[config.mk]
export PLATFORM = sky130hd
export DESIGN_NAME = ovg_eof_guard
export DESIGN_NICKNAME = d
export VERILOG_FILES = /design/src/rtl/ovg_pkg.sv /design/src/rtl/ovg_detect.sv /design/src/rtl/ovg_regs.sv /design/src/rtl/ovg_recover.sv /design/src/rtl/ovg_eof_guard.sv
export SDC_FILE = /design/constraint.sdc
export NUM_CORES = 1
export LEC_CHECK = 0
export CAP_MARGIN = 20
export CORE_AREA = 8 8 45 47
export CTS_CLUSTER_DIAMETER = 100
export DETAILED_ROUTE_END_ITERATION = 10
export DIE_AREA = 0 0 53 55
export DONT_BUFFER_PORTS = 1
export GPL_TIMING_DRIVEN = 0
export PLACE_DENSITY_LB_ADDON = 0.08
export SYNTH_ARGS = -nofsm -noshare
export SYNTH_HDL_FRONTEND = slang
export SYNTH_SLANG_ARGS = --single-unit
[constraint.sdc]
create_clock -name clk -period 1 [get_ports clk]
set_clock_uncertainty 0.05 [all_clocks]
set_input_delay 0.05 -clock clk [delete_from_list [all_inputs] [get_ports clk]]
set_output_delay 0.05 -clock clk [all_outputs]
set_load 0.03 [all_outputs]
[src/rtl/ovg_pkg.sv]
// Shared definitions for the EOF overrun guard: register addresses and field positions.
package ovg_pkg;
    localparam int unsigned ADDR_CTRL   = 0;  // control word address
    localparam int unsigned ADDR_STAT   = 1;  // status word address
    localparam int unsigned BIT_RUN     = 0;  // control: port run bit
    localparam int unsigned BIT_IRQEN   = 1;  // control: interrupt enable
    localparam int unsigned BIT_OVERRUN = 0;  // status: overrun flag

    typedef struct packed {
        logic irq_en;
        logic run;
    } ovg_ctrl_t;
endpackage

[src/rtl/ovg_detect.sv]
// Overrun detector: flags an EOF2 strobe that arrives while the port is running
// and a transaction is still busy. Assumes eof2_stb lasts one cycle per frame.
module ovg_detect (
    input  logic eof2_stb,
    input  logic xact_busy,
    input  logic run,
    output logic hit
);
    // Combine the strobe, the busy level and the arming condition.
    always_comb begin
        hit = eof2_stb & xact_busy & run;
    end
endmodule

[src/rtl/ovg_regs.sv]
// Register file for the guard: control (run, irq enable) and the sticky overrun status.
// Assumes single-cycle writes; a detection outranks any write in the same cycle.
module ovg_regs
    import ovg_pkg::*;
#(
    parameter int unsigned ADDR_W = 2,
    parameter int unsigned DATA_W = 8
) (
    input  logic              clk,
    input  logic              rst_n,
    input  logic              hit,
    input  logic              reg_wr,
    input  logic [ADDR_W-1:0] reg_addr,
    input  logic [DATA_W-1:0] reg_wdata,
    output logic [DATA_W-1:0] reg_rdata,
    output ovg_ctrl_t         ctrl,
    output logic              status
);
    logic wr_ctrl;
    logic wr_stat;
    logic unused_wdata_hi;

    // Decode the write strobes.
    always_comb begin
        wr_ctrl = reg_wr && (reg_addr == ADDR_W'(ADDR_CTRL));
        wr_stat = reg_wr && (reg_addr == ADDR_W'(ADDR_STAT));
    end

    assign unused_wdata_hi = ^reg_wdata[DATA_W-1:2];

    // Update the control bits; a detection forces run low.
    always_ff @(posedge clk) begin
        if (!rst_n) begin
            ctrl <= '0;
        end else begin
            if (wr_ctrl) begin
                ctrl.run    <= reg_wdata[BIT_RUN];
                ctrl.irq_en <= reg_wdata[BIT_IRQEN];
            end
            if (hit) begin
                ctrl.run <= 1'b0;
            end
        end
    end

    // Keep the sticky status: writing 0 clears it, and a detection sets it with priority.
    always_ff @(posedge clk) begin
        if (!rst_n) begin
            status <= 1'b0;
        end else if (hit) begin
            status <= 1'b1;
        end else if (wr_stat && !reg_wdata[BIT_OVERRUN]) begin
            status <= 1'b0;
        end
    end

    // Read-data multiplexer.
    always_comb begin
        reg_rdata = '0;
        if (reg_addr == ADDR_W'(ADDR_CTRL)) begin
            reg_rdata[BIT_RUN]   = ctrl.run;
            reg_rdata[BIT_IRQEN] = ctrl.irq_en;
        end else if (reg_addr == ADDR_W'(ADDR_STAT)) begin
            reg_rdata[BIT_OVERRUN] = status;
        end
    end
endmodule

[src/rtl/ovg_recover.sv]
// Recovery pulse generator: on a detection, issues one-cycle pipe kills for the
// pipes active at that edge and a one-cycle go-idle request.
module ovg_recover #(
    parameter int unsigned NUM_PIPES = 10
) (
    input  logic                 clk,
    input  logic                 rst_n,
    input  logic                 hit,
    input  logic [NUM_PIPES-1:0] pipe_on_port,
    output logic [NUM_PIPES-1:0] pipe_kill,
    output logic                 go_idle
);
    // One kill flop per pipe, loaded only in the detection cycle.
    for (genvar p = 0; p < NUM_PIPES; p++) begin : g_kill
        always_ff @(posedge clk) begin
            if (!rst_n) begin
                pipe_kill[p] <= 1'b0;
            end else begin
                pipe_kill[p] <= hit & pipe_on_port[p];
            end
        end
    end

    // Go-idle request follows the detection by one cycle.
    always_ff @(posedge clk) begin
        if (!rst_n) begin
            go_idle <= 1'b0;
        end else begin
            go_idle <= hit;
        end
    end
endmodule

[src/rtl/ovg_eof_guard.sv]
// Top of the EOF overrun guard for one host port. Ties together the detector,
// the register file and the recovery pulse generator. Assumes all inputs are
// synchronous to clk.
module ovg_eof_guard
    import ovg_pkg::*;
#(
    parameter int unsigned NUM_PIPES = 10,
    parameter int unsigned ADDR_W    = 2,
    parameter int unsigned DATA_W    = 8
) (
    input  logic                 clk,
    input  logic                 rst_n,
    input  logic                 eof2_stb,
    input  logic                 xact_busy,
    input  logic [NUM_PIPES-1:0] pipe_on_port,
    input  logic                 reg_wr,
    input  logic [ADDR_W-1:0]    reg_addr,
    input  logic [DATA_W-1:0]    reg_wdata,
    output logic [DATA_W-1:0]    reg_rdata,
    output logic                 port_run,
    output logic [NUM_PIPES-1:0] pipe_kill,
    output logic                 port_go_idle,
    output logic                 irq
);
    ovg_ctrl_t ctrl_q;
    logic      stat_q;
    logic      hit;

    ovg_detect u_det (
        .eof2_stb  (eof2_stb),
        .xact_busy (xact_busy),
        .run       (ctrl_q.run),
        .hit       (hit)
    );

    ovg_regs #(.ADDR_W(ADDR_W), .DATA_W(DATA_W)) u_regs (
        .clk       (clk),
        .rst_n     (rst_n),
        .hit       (hit),
        .reg_wr    (reg_wr),
        .reg_addr  (reg_addr),
        .reg_wdata (reg_wdata),
        .reg_rdata (reg_rdata),
        .ctrl      (ctrl_q),
        .status    (stat_q)
    );

    ovg_recover #(.NUM_PIPES(NUM_PIPES)) u_rec (
        .clk          (clk),
        .rst_n        (rst_n),
        .hit          (hit),
        .pipe_on_port (pipe_on_port),
        .pipe_kill    (pipe_kill),
        .go_idle      (port_go_idle)
    );

    // Drive the outputs: the run bit goes out as is, and the interrupt is gated by the enable.
    always_comb begin
        port_run = ctrl_q.run;
        irq      = stat_q & ctrl_q.irq_en;
    end
endmodule

==> flow_summary.yaml <==
setup_path:
  ff2ff_path_depth: 4
  r2r_end: "u_rec.pipe_kill[7]"
  max_stage_delay_ps: 440
  cp_max_fo: 4
  slowest_stage: "dfxtp_4"
  critical_path_class: "flop to primary output"
  crit_chain: "mux2i_4, nor2_4"
  end_kind: "primary output"
  startpoint_type: "flop"
  arrival_ps: 990
  r2r_slack_ps: -40
  reg2reg_from: "u_regs.ctrl[0]"
  cp.required_ps: 900
floorplanning:
  die_area_um2: 2920
  core-area_um2: 1380
  start_util_pct: 36.5
  die_w_um: 53
  row_count: 14
  die_h_um: 55
  ioPinCount: 46
global_route:
  grt_pass1_vias: 412
  track_usage_pct: 9.00
  grt_overflow: 0
  grt_max_degree: 11
  antenna_found_initial: 0
  grt_pass1_wl_um: 1920
clocking:
  clk_latency_ps: 270
  cts_tree: "built"
  cts.sinks: 14
  clockRootBuffer: "clkbuf_4"
  clk_path_buf_depth: 2
  htreeDepth: 1
  cts_inserted_buffers: 3
  clkTransAtPathRegs_ps: 80
hold_path:
  min_from: "reg_addr[1]"
  hp-class: "input pin to flop"
  min_to: "u_regs.ctrl[1]"
  hold_depth: 3
cells_and_area:
  drive_gt1_share_pct: 31.5
  diodes: 0
  area_growth_pct: 57.2
  nFillCells: 127
  finalNetCount: 99
synth:
  ys_warn_count: 0
  yosys_register_bits: 14
  postSynthCellCount: 48
  ys_top_cells_by_area: "dfxtp_1, and2_1, buf_4"
  synth_area_um2: 505
  synth_top_area_share_pct: 55.4
  ys_seq_area_share_pct: 55.4
  synthDistinctLibCells: 13
  avgSynthCellArea_um2: 10.5
  yosys.area.top_type: "dfxtp_1"
sta:
  holdWs_ps: -5.77
  final.min_clock_period_ps: 1090
  rsz0062_at_grt: "yes"
  timing.fmax_mhz: 919
  slew_violations: 0
  fin_ws_ps: -88.1
  post-route-period-util_pct: 109
  hold_viol: 1
  setup_viol: 12
placed_design:
  gp_congestion: 0.841
  portBuffers: 0
  pre_cts_ws_ps: -111
  place_hpwl_um: 953
route:
  via_count: 378
  routed_wl_um: 1300
  ant_nets: 0
  wire_per_inst_um: 14.6
  drc: 0
  firstDrtPassIters: 3
  first_iter_violations: 2
  vias_per_cell: 4.25
power:
  power_density_nw_per_um2: 1370
  internal-power_uw: 853
  switching_power_uw: 238
  peakVddDrop_v: 0.000804
  power.share.clock_pct: 36.0
  leakage_nw: 0.338
  power_frac_comb_pct: 11.5
  swShare_pct: 21.8
  seqPwrFrac_pct: 52.4
run_status:
  outcome: "complete, but fails checks"
  violations: "negative hold slack, negative setup slack"
flow_run:
  max_cap_violations: 0
-- layout make-up --
cell class	instances	area (um2)	share of cell area [%]
flip-flops and latches	14	287	36.1
multi-input cells	31	234	29.4
repair buffers	16	158	19.8
plain buffers	7	56.3	7.09
clock buffers	4	36.3	4.57
well taps	16	20.0	2.52
inverters	1	3.75	0.472
-- through the flow --
stage               TNS, ps  total power, mW  util [%]  std cells  cell area [um2]
floorplan                 0            0.649         -         53              533
global placement       -698            0.651      40.0         69              553
detailed placement     -940            0.652      40.0         69              553
CTS                   -1220             1.11      55.9         88              773
global route          -1340             1.15      57.4         89              795
finish                 -460             1.09      57.4         89              795
-- cells by family (layout without fill, tap and decap cells) --
group,Yosys count,count (layout),synth area share [%]
compound gates,1,1,1.24
other cells,1,6,0.742
mux,3,3,5.94
simple gates,21,21,25.5
flops,14,14,55.4
buf+inv,8,28,11.1
-- cell usage in the layout, fill, tap and decap left out --
cell type	instances
dlygate4sd3_1	15
dfxtp_1	11
and2_1	10
buf_4	7
conb_1	6
clkbuf_4	3
nor2_4	2
nand2_1	2
mux2i_1	2
nor2_1	2
dfxtp_2	2
and2_4	1
nor3b_4	1
mux2i_4	1
inv_1	1
nand3_2	1
buf_6	1
and4bb_2	1
o22ai_1	1
nor3b_2	1
clkbuf_8	1
dfxtp_4	1
-- critical path: cells and delay by family, from the launching register on --
kind | cells | cell delay [ps]
AND/OR/NAND/NOR | 1 | 190
multiplexers | 1 | 90
flip-flops | 1 | 440
-- worst max path at each step --
stage	to	start
CTS	reg_rdata[0]	u_regs.ctrl[0]
finish	reg_rdata[0]	u_regs.ctrl[0]
global route	reg_rdata[0]	u_regs.ctrl[0]
detailed placement	u_rec.pipe_kill[2]	u_regs.ctrl[0]
floorplan	reg_rdata[0]	u_regs.ctrl[0]
global placement	u_rec.pipe_kill[0]	u_regs.ctrl[0]
-- state kept, by name, indices dropped and copies added, names as in the netlist --
| register | count |
|---|---|
| u_rec.go_idle | 1 |
| u_rec.pipe_kill | 10 |
| u_regs.ctrl | 2 |
| u_regs.status | 1 |
-- power by group through the flow --
stage | Clock [mW] | Sequential, mW | Combinational [mW]
6_report | 0.393 | 0.572 | 0.126
5_1_grt | 0.438 | 0.573 | 0.134
4_1_cts | 0.415 | 0.572 | 0.119
3_5_place_dp | 0 | 0.583 | 0.0690
3_3_place_gp | 0 | 0.583 | 0.0678
2_1_floorplan | 0 | 0.582 | 0.0667
-- synthesized netlist by cell type --
| library cell | n |
|---|---|
| and2_1 | 11 |
| and4bb_2 | 1 |
| buf_4 | 7 |
| conb_1 | 1 |
| dfxtp_1 | 14 |
| inv_1 | 1 |
| mux2i_1 | 3 |
| nand2_1 | 2 |
| nand3_1 | 1 |
| nor2_1 | 4 |
| nor3b_1 | 1 |
| nor3b_2 | 1 |
| o22ai_1 | 1 |
-- per-layer routing --
| metal | vias up | track usage [%] | wire length, um |
|---|---|---|---|
| met3 | 2 | 5.88 | 191 |
| met1 | 164 | 7.38 | 359 |
| li1 | 190 | - | - |
| met2 | 22 | 17.2 | 729 |
| met5 | - | 0 | 0 |
| met4 | 0 | 2.59 | 14 |
-- repair_timing --
action / CTS / global route
endpoints found under the setup margin: 13 / 12
setup buffers: 0 / 1
endpoints found under the hold margin: 13 / 0
pin swaps: 1 / 1
hold buffers: 15 / 0
resized for setup: 10 / 3
No activity file was read; power rests on OpenSTA's default activity.
